$ cat src/rtl/regfile_pkg.sv
package regfile_pkg;

  localparam int OPC_W = 4;

  // Opcodes whose operands come from the first and second selector fields.
  localparam logic [OPC_W-1:0] OPC_STORE   = 4'h9;
  localparam logic [OPC_W-1:0] OPC_PORTOUT = 4'hB;
  localparam logic [OPC_W-1:0] OPC_BRANCH  = 4'hD;
  localparam logic [OPC_W-1:0] OPC_SETLO   = 4'hE;
  localparam logic [OPC_W-1:0] OPC_SETHI   = 4'hF;

  typedef enum logic [1:0] {
    MERGE_NONE = 2'd0,
    MERGE_LO   = 2'd1,
    MERGE_HI   = 2'd2
  } merge_kind_e;

  function automatic logic uses_upper_fields(input logic [OPC_W-1:0] opc);
    case (opc)
      OPC_STORE, OPC_PORTOUT, OPC_BRANCH, OPC_SETLO, OPC_SETHI: return 1'b1;
      default: return 1'b0;
    endcase
  endfunction

  function automatic merge_kind_e merge_kind(input logic [OPC_W-1:0] opc);
    case (opc)
      OPC_SETLO: return MERGE_LO;
      OPC_SETHI: return MERGE_HI;
      default:   return MERGE_NONE;
    endcase
  endfunction

endpackage

$ cat src/rtl/regfile_field_sel.sv
// Splits the instruction word and steers selector fields onto the read ports.
module regfile_field_sel
  import regfile_pkg::*;
#(
  parameter int ADDR_W  = 4,
  localparam int INSTR_W = OPC_W + 3 * ADDR_W
) (
  input  logic [INSTR_W-1:0] instr,
  output logic [ADDR_W-1:0]  rd_sel_a,
  output logic [ADDR_W-1:0]  rd_sel_b,
  output logic [ADDR_W-1:0]  wr_sel,
  output logic [OPC_W-1:0]   opcode
);

  logic [ADDR_W-1:0] fld1, fld2, fld3;

  always_comb begin
    opcode = instr[INSTR_W-1 -: OPC_W];
    fld1   = instr[3*ADDR_W-1 -: ADDR_W];
    fld2   = instr[2*ADDR_W-1 -: ADDR_W];
    fld3   = instr[ADDR_W-1:0];
    wr_sel = fld1;
    if (uses_upper_fields(opcode)) begin
      rd_sel_a = fld1;
      rd_sel_b = fld2;
    end else begin
      rd_sel_a = fld2;
      rd_sel_b = fld3;
    end
  end

endmodule

$ cat src/rtl/regfile_bank.sv
// Register storage with two combinational read ports and one write port.
module regfile_bank #(
  parameter int DATA_W = 16,
  parameter int ADDR_W = 4,
  localparam int NREGS = 1 << ADDR_W
) (
  input  logic              clk,
  input  logic              rst,
  input  logic              wr_en,
  input  logic [ADDR_W-1:0] wr_sel,
  input  logic [DATA_W-1:0] wr_data,
  input  logic [ADDR_W-1:0] rd_sel_a,
  input  logic [ADDR_W-1:0] rd_sel_b,
  output logic [DATA_W-1:0] rd_data_a,
  output logic [DATA_W-1:0] rd_data_b
);

  logic [DATA_W-1:0] regs [NREGS];

  for (genvar gi = 0; gi < NREGS; gi++) begin : g_reg
    logic hit;
    assign hit = wr_en && (wr_sel == ADDR_W'(gi));
    always_ff @(posedge clk) begin
      if (rst) begin
        regs[gi] <= '0;
      end else if (hit) begin
        regs[gi] <= wr_data;
      end
    end
  end

  assign rd_data_a = regs[rd_sel_a];
  assign rd_data_b = regs[rd_sel_b];

endmodule

$ cat src/rtl/regfile_byte_merge.sv
// Forms the byte-load result from the first operand and the 8-bit immediate.
module regfile_byte_merge
  import regfile_pkg::*;
#(
  parameter int DATA_W = 16,
  localparam int HALF_W = DATA_W / 2
) (
  input  logic [OPC_W-1:0]  opcode,
  input  logic [HALF_W-1:0] imm,
  input  logic [DATA_W-1:0] base,
  output logic [DATA_W-1:0] merged
);

  always_comb begin
    case (merge_kind(opcode))
      MERGE_LO: merged = {base[DATA_W-1:HALF_W], imm};
      MERGE_HI: merged = {imm, base[HALF_W-1:0]};
      default:  merged = base;
    endcase
  end

endmodule

$ cat src/rtl/opsel_regfile.sv
module opsel_regfile
  import regfile_pkg::*;
#(
  parameter int DATA_W = 16,
  parameter int ADDR_W = 4,
  localparam int INSTR_W = OPC_W + 3 * ADDR_W
) (
  input  logic               clk,
  input  logic               rst,
  input  logic [INSTR_W-1:0] instr,
  input  logic               load_stb,
  input  logic               store_stb,
  input  logic [DATA_W-1:0]  wr_data,
  output logic [DATA_W-1:0]  op_a,
  output logic [DATA_W-1:0]  op_b,
  output logic [DATA_W-1:0]  byte_merged
);

  localparam int HALF_W = DATA_W / 2;

  logic [ADDR_W-1:0] sel_a, sel_b, sel_w;
  logic [OPC_W-1:0]  opcode;
  logic [DATA_W-1:0] rd_a, rd_b;

  regfile_field_sel #(.ADDR_W(ADDR_W)) u_sel (
    .instr    (instr),
    .rd_sel_a (sel_a),
    .rd_sel_b (sel_b),
    .wr_sel   (sel_w),
    .opcode   (opcode)
  );

  regfile_bank #(.DATA_W(DATA_W), .ADDR_W(ADDR_W)) u_bank (
    .clk       (clk),
    .rst       (rst),
    .wr_en     (store_stb),
    .wr_sel    (sel_w),
    .wr_data   (wr_data),
    .rd_sel_a  (sel_a),
    .rd_sel_b  (sel_b),
    .rd_data_a (rd_a),
    .rd_data_b (rd_b)
  );

  // Operand latches: reads before any same-cycle write lands.
  always_ff @(posedge clk) begin
    if (rst) begin
      op_a <= '0;
      op_b <= '0;
    end else if (load_stb) begin
      op_a <= rd_a;
      op_b <= rd_b;
    end
  end

  regfile_byte_merge #(.DATA_W(DATA_W)) u_merge (
    .opcode (opcode),
    .imm    (instr[HALF_W-1:0]),
    .base   (op_a),
    .merged (byte_merged)
  );

endmodule

$ cat config.mk
export PLATFORM = sky130hd
export DESIGN_NAME = opsel_regfile
export DESIGN_NICKNAME = d
export VERILOG_FILES = /design/src/rtl/regfile_pkg.sv /design/src/rtl/regfile_field_sel.sv /design/src/rtl/regfile_bank.sv /design/src/rtl/regfile_byte_merge.sv /design/src/rtl/opsel_regfile.sv
export SDC_FILE = /design/constraint.sdc
export NUM_CORES = 1
export LEC_CHECK = 0
export BUFFER_PORTS_ARGS = -buffer_cell sky130_fd_sc_hd__buf_2
export CAP_MARGIN = 15
export CORE_UTILIZATION = 56
export DETAILED_ROUTE_END_ITERATION = 10
export GPL_TIMING_DRIVEN = 0
export PLACE_DENSITY_LB_ADDON = 0.3
export SLEW_MARGIN = 20
export SYNTH_ARGS = -nofsm -noshare
export SYNTH_HDL_FRONTEND = slang
export SYNTH_SLANG_ARGS = --single-unit
$ cat constraint.sdc
create_clock -name clk -period 2.95 [get_ports clk]
set_input_delay 0.4425 -clock clk [delete_from_list [all_inputs] [get_ports clk]]
set_output_delay 0.4425 -clock clk [all_outputs]
set_load 0.03 [all_outputs]
==> results of run 1 <==
## cells by family (layout without fill, tap and decap cells)
group / Yosys count / in the layout / synth area share
simple gates: 695 / 695 / 0.245
compound gates: 314 / 314 / 0.156
flops: 288 / 288 / 0.520
buf+inv: 156 / 307 / 0.0445
mux: 51 / 51 / 0.0332
fa+ha+maj: 2 / 2 / 0.00156
## registers in the layout, indices dropped and copies added (netlist names)
signal / count
op_b: 16
op_a: 16
u_bank.regs: 256
## how the worst max path moves through the flow
stage	to	depth (start not counted)	slack [ns]	startpoint
finish	op_a[4]	7	0.02	instr[10]
detailed placement	op_a[2]	7	-0.41	instr[10]
global route	byte_merged[3]	9	0.007	instr[15]
global placement	u_bank.regs[12][11]	4	-0.87	instr[8]
CTS	byte_merged[11]	9	0.07	instr[15]
floorplan	u_bank.regs[0][0]	3	0.19	instr[8]
## cell usage in the layout, fill, tap and decap left out, types with 6 or more instances in the layout
master and instances:
a211o_1 14, a31oi_1 33, nor2_1 41, mux2_2 17, inv_1 22, o211ai_1 16
clkbuf_1 84, nor4_1 16, o21ai_0 46, o21ai_2 14, o2111ai_1 15, mux2i_1 34
dfxtp_1 32, a32oi_1 17, edfxtp_1 256, and2_1 261, nand2_1 141, a211oi_1 94
buf_2 116, buf_6 18, buf_4 8, a311o_1 15, nor3_1 18, clkbuf_8 6
and4_1 18, nor3_2 9, clkbuf_16 32, nand3_1 53, and3_1 94, nand4_1 18
a22o_1 16
## metrics by stage
stage,setup TNS [ns],cell area [µm²],power (mW),utilization
final,0,18200,10.5,0.652
after global routing,0,18200,10.7,0.652
after CTS,0,18200,10.4,0.652
after detailed placement,-7.36,17200,6.51,0.615
after global placement,-156.82,16900,6.44,0.605
after floorplan,0,16000,5.85,-
## final cells by class
cell class / count / area, µm²
clock buffer: 46 / 913
tap: 378 / 473
multi-input combinational: 1062 / 7080
timing repair buffer: 94 / 586
clock inverter: 12 / 129
inverter: 23 / 88.8
buffer: 132 / 624
sequential: 288 / 8330
fill: 2233 / 9710
## synth_stat cells, types with 22 or more instances
cell / number
a211oi_1: 94
and3_1: 94
nand3_1: 53
a31oi_1: 33
and2_1: 261
o21ai_0: 58
nand2_1: 141
buf_2: 39
dfxtp_1: 32
inv_1: 22
mux2i_1: 34
clkbuf_1: 77
edfxtp_1: 256
nor2_1: 41
## metal layers
metal  vias to the layer above  part of all wire  GRT usage
met5                         -           0.00024          0
met4                         2             0.073      0.260
met3                       203             0.096     0.0636
met2                       942              0.45      0.625
met1                      6687              0.38      0.514
li1                       5918                 -          -
## power groups by stage
| stage | Clock (mW) | Combinational [mW] | Sequential (mW) |
|---|---|---|---|
| after floorplan | 0 | 0.864 | 4.99 |
| after global placement | 0 | 1.48 | 4.96 |
| after detailed placement | 0 | 1.56 | 4.96 |
| after CTS | 3.97 | 1.56 | 4.87 |
| after global routing | 4.11 | 1.68 | 4.91 |
| final | 3.99 | 1.61 | 4.89 |
==> results.json, run 1 <==
{
  "cap_violations": 0,
  "drtIter0Drc": 1928,
  "die_h_um": 171,
  "post-place-ws_ns": -0.414,
  "endpoint_kind": "flip-flop",
  "worstPathCellList": "clkbuf_1 -> nand3_1 -> nand2_2 -> buf_2 -> a211oi_1 -> nor4_1 -> and4_1",
  "fin_ws_ns": 0.0162,
  "ios": 84,
  "post-cts-setup-buffers": 0,
  "start_util": 0.574,
  "ff2ff_path_depth": 4,
  "grt_pass1_wl_mm": 83.2,
  "postRouteAntennaNets": 0,
  "ys_warn_count": 0,
  "numPortBuffers": 78,
  "nNetsFinal": 1670,
  "p_switching_mw": 2.98,
  "synth_top_cell_by_area": "edfxtp_1",
  "status": "finished clean",
  "drc_errors": 0,
  "period_minus_slack_ns": 2.93,
  "cts.clk_slew.worst_paths_ns": 0.06,
  "num_antenna_cells": 0,
  "die_area_um2": 29300,
  "numCtsBuffers": 31,
  "ir_worst_vdd_mv": 0.497,
  "grt_pass1_vias": 12900,
  "synthesis.nets": 1544,
  "sw_frac_of_total": 0.284,
  "finalCritPeriodShare": 0.995,
  "netlist_area_um2": 16000,
  "cts_sinks": 288,
  "syn_inst": 1506,
  "dieWidth_um": 171,
  "synthArstFlopShare": 0,
  "cp_top_family": "simple AND/OR/NAND/NOR gates",
  "final_hold_viol_count": 0,
  "fmax_ghz": 0.341,
  "hp-class": "in2reg",
  "dp.cells": 1978,
  "setup_violations": 0,
  "synthTopCellsByArea": "edfxtp_1 (48%), and2_1 (10%), a211oi_1 (4.4%)",
  "pwr_density_cell_nw_per_um2": 576,
  "antenna_found_initial": 1,
  "maxSlewHeadroom": 0.334,
  "area_growth_pct": 13.7,
  "tightest_slew_ns": 0.999,
  "p_int_mw": 7.51,
  "synth_seq_cells": 288,
  "yosysTopAreaCellShare": 0.480,
  "cts_root_buf": "clkbuf_16",
  "worst-setup-path-type": "in2reg",
  "crit-reg2reg-capture": "op_a[2]",
  "synth_flop_cell": "edfxtp_1",
  "path_buf_inv": 2,
  "vias": 13800,
  "p_comb_frac": 0.153,
  "crit_path_max_incr_delay_ns": 0.79,
  "first_pass_iters": 6,
  "required_ns": 3.46,
  "critPathMaxFanout": 10,
  "grt_max_degree": 17,
  "post_cts_resized": 0,
  "sequentialPowerShare": 0.466,
  "reg2reg_slack_ns": 1.16,
  "arrival_ns": 3.45,
  "core_area_um2": 27900,
  "dp_hpwl_mm": 44.7,
  "insertion_delay_ns": 0.59,
  "vias_per_cell": 6.76,
  "layout-drive-gt1-share": 0.164,
  "synth-seq-area-share": 0.520,
  "clock_path_buffers": 3,
  "min_from": "wr_data[5]",
  "synth_cell_types": 67,
  "syn_area_per_cell_um2": 10.6,
  "worst_path_max_delay_cell": "nor4_1",
  "h-tree-depth": 1,
  "worst_setup_path_start_kind": "primary input",
  "num_rows": 61,
  "rsz0062_at_grt": "no",
  "hold_slack_ns": 0.225,
  "cts_tree": "yes",
  "skew_ns": 0.0174,
  "clockPowerShare": 0.381,
  "drt_wl_total_mm": 58.0,
  "track_usage": 0.399,
  "synth_edf_count": 256,
  "min_to": "u_bank.regs[4][5]",
  "whs_path_depth": 2,
  "fin_cells": 2035,
  "cts_hold_buf": 0,
  "place.gp.congestion": 1.03,
  "static-leakage-power_nw": 6.90,
  "drv_slew": 0,
  "reg2reg_from": "u_bank.regs[2][2]",
  "routedWlPerCell_um": 28.5,
  "grt_overflow": 0
}
No activity file was read; power rests on OpenSTA's default activity.
==> inputs of run 2 (changes only) <==
Settings changed: PLACE_DENSITY set to 0.81, PLACE_DENSITY_LB_ADDON 0.3 to unset.
==> run 2 against run 1 <==
The run now ends with setup timing left; routed wire length rose by 1.9%; via count rose by 2.3%; maximum frequency fell by 1.0%; design area barely moved; critical path depth did not move; flip-flop and latch count did not move; worst hold slack improved by 0.030 ns; utilization rose by 0.063 points; clock skew fell by 0.0061 ns.
==> results.json, run 2 (same netlist as run 1, synthesis figures left out) <==
{
  "area_growth_pct": 13.8,
  "grt_pass1_vias": 13000,
  "finalCritPeriodShare": 1.00,
  "nNetsFinal": 1671,
  "largest_reg_flops": 256,
  "fin_ws_ns": -0.0136,
  "numPortBuffers": 78,
  "fin_area_um2": 18200,
  "clock_path_buffers": 3,
  "tightest_slew_ns": 0.992,
  "hp-class": "in2reg",
  "use_met2": 0.630,
  "setup_violations": 1,
  "cts_tree": "yes",
  "hold_slack_ns": 0.255,
  "regMostFlops": "u_bank.regs",
  "vias_per_cell": 6.91,
  "grt_use_met3": 0.0597,
  "die_h_um": 171,
  "fillers": 2223,
  "required_ns": 3.46,
  "core_area_um2": 27900,
  "cts_sinks": 288,
  "cap_violations": 0,
  "antenna_found_initial": 1,
  "use_met1": 0.524,
  "worstPathCellList": "clkbuf_1 -> nand3_1 -> nand2_2 -> buf_2 -> a211oi_1 -> nor4_1 -> and4_1",
  "postRouteAntennaNets": 0,
  "grt_overflow": 0,
  "skew_ns": 0.0113,
  "final_hold_viol_count": 0,
  "ios": 84,
  "worst-setup-path-type": "in2reg",
  "post-cts-setup-buffers": 0,
  "register_area_um2": 8330,
  "worst_setup_path_start_kind": "primary input",
  "insertion_delay_ns": 0.57,
  "die_area_um2": 29300,
  "violations": "setup timing",
  "first_pass_iters": 6,
  "pwr_density_cell_nw_per_um2": 576,
  "drv_slew": 0,
  "post-place-ws_ns": -0.440,
  "power_mw": 10.5,
  "multi_input_area_um2": 7100,
  "vias": 14100,
  "routedWlPerCell_um": 29.0,
  "drt_wl_total_mm": 59.0,
  "setup_tns_ns": -0.0136,
  "start_util": 0.574,
  "ir_worst_vdd_mv": 0.463,
  "period_minus_slack_ns": 2.96,
  "dp_hpwl_mm": 45.0,
  "crit_path_max_incr_delay_ns": 0.83,
  "arrival_ns": 3.48,
  "layout-drive-gt1-share": 0.168,
  "num_rows": 61,
  "maxSlewHeadroom": 0.339,
  "h-tree-depth": 1,
  "rsz0062_at_grt": "no",
  "drc_errors": 0,
  "place_area_um2": 17200,
  "static-leakage-power_nw": 6.91,
  "endpoint_kind": "flip-flop",
  "cts.clk_slew.worst_paths_ns": 0.07,
  "mostFrequentLayoutCells": "and2_1 (261), edfxtp_1 (256), nand2_1 (141)",
  "place.gp.congestion": 1.08,
  "critPathMaxFanout": 10,
  "busiest_layer": "met2",
  "reg_top3": "u_bank.regs x256, op_a x16, op_b x16",
  "drtIter0Drc": 2232,
  "final_common_cell": "and2_1",
  "status": "finished, violations left",
  "numCtsBuffers": 31,
  "worst_path_max_delay_cell": "nor4_1",
  "grt_pass1_wl_mm": 84.2,
  "fmax_ghz": 0.337,
  "dieWidth_um": 171,
  "cts_root_buf": "clkbuf_16",
  "grt_max_degree": 16,
  "track_usage": 0.403
}
run 2: final timing paths:
| check | startpoint | end | slack [ns] | cells past startpoint |
|---|---|---|---|---|
| worst max-delay path | instr[10] | op_a[4] | -0.01 | 7 |
| worst min-delay path | wr_data[5] | u_bank.regs[4][5] | 0.26 | 2 |
| worst max register to register | u_bank.regs[2][4] | op_a[4] | 1.17 | 4 |
| worst min register to register | op_b[2] | op_b[2] | 0.61 | 3 |
run 2: routing by layer:
metal	up-vias	share of wire
li1	5933	-
met1	6757	0.37
met2	1156	0.45
met3	220	0.11
met4	0	0.075
met5	-	0
run 2: layout make-up:
cell class                      count  share of cell area
Antenna cell                        2            0.000274
Multi-Input combinational cell   1062               0.389
Timing Repair Buffer               94              0.0323
Inverter                           23             0.00487
Tap cell                          378              0.0259
Buffer                            133              0.0344
Clock inverter                     20              0.0112
Sequential cell                   288               0.457
Clock buffer                       36              0.0452
run 2: critical path: cells and delay by family:
kind | cells | cell delay (ns)
compound gates | 1 | 0.19
simple gates | 4 | 1.84
buf+inv | 2 | 0.99
run 2: through the flow:
stage           util  std cells
2_1_floorplan      -       1506
3_3_place_gp   0.605       1962
3_5_place_dp   0.615       1978
4_1_cts        0.652       2034
5_1_grt        0.653       2035
6_report       0.653       2036
run 2: timing repair:
item,CTS,global route
hold buffers,0,0
endpoints found under the hold margin,0,0
resized for setup,0,5
setup endpoints to repair,0,8
run 2: where the power goes:
group / switching [mW] / total, mW / internal, mW
clock network: 1.65 / 3.98 / 2.33
registers: 0.186 / 4.89 / 4.71
logic: 1.14 / 1.62 / 0.483
total: 2.98 / 10.5 / 7.52
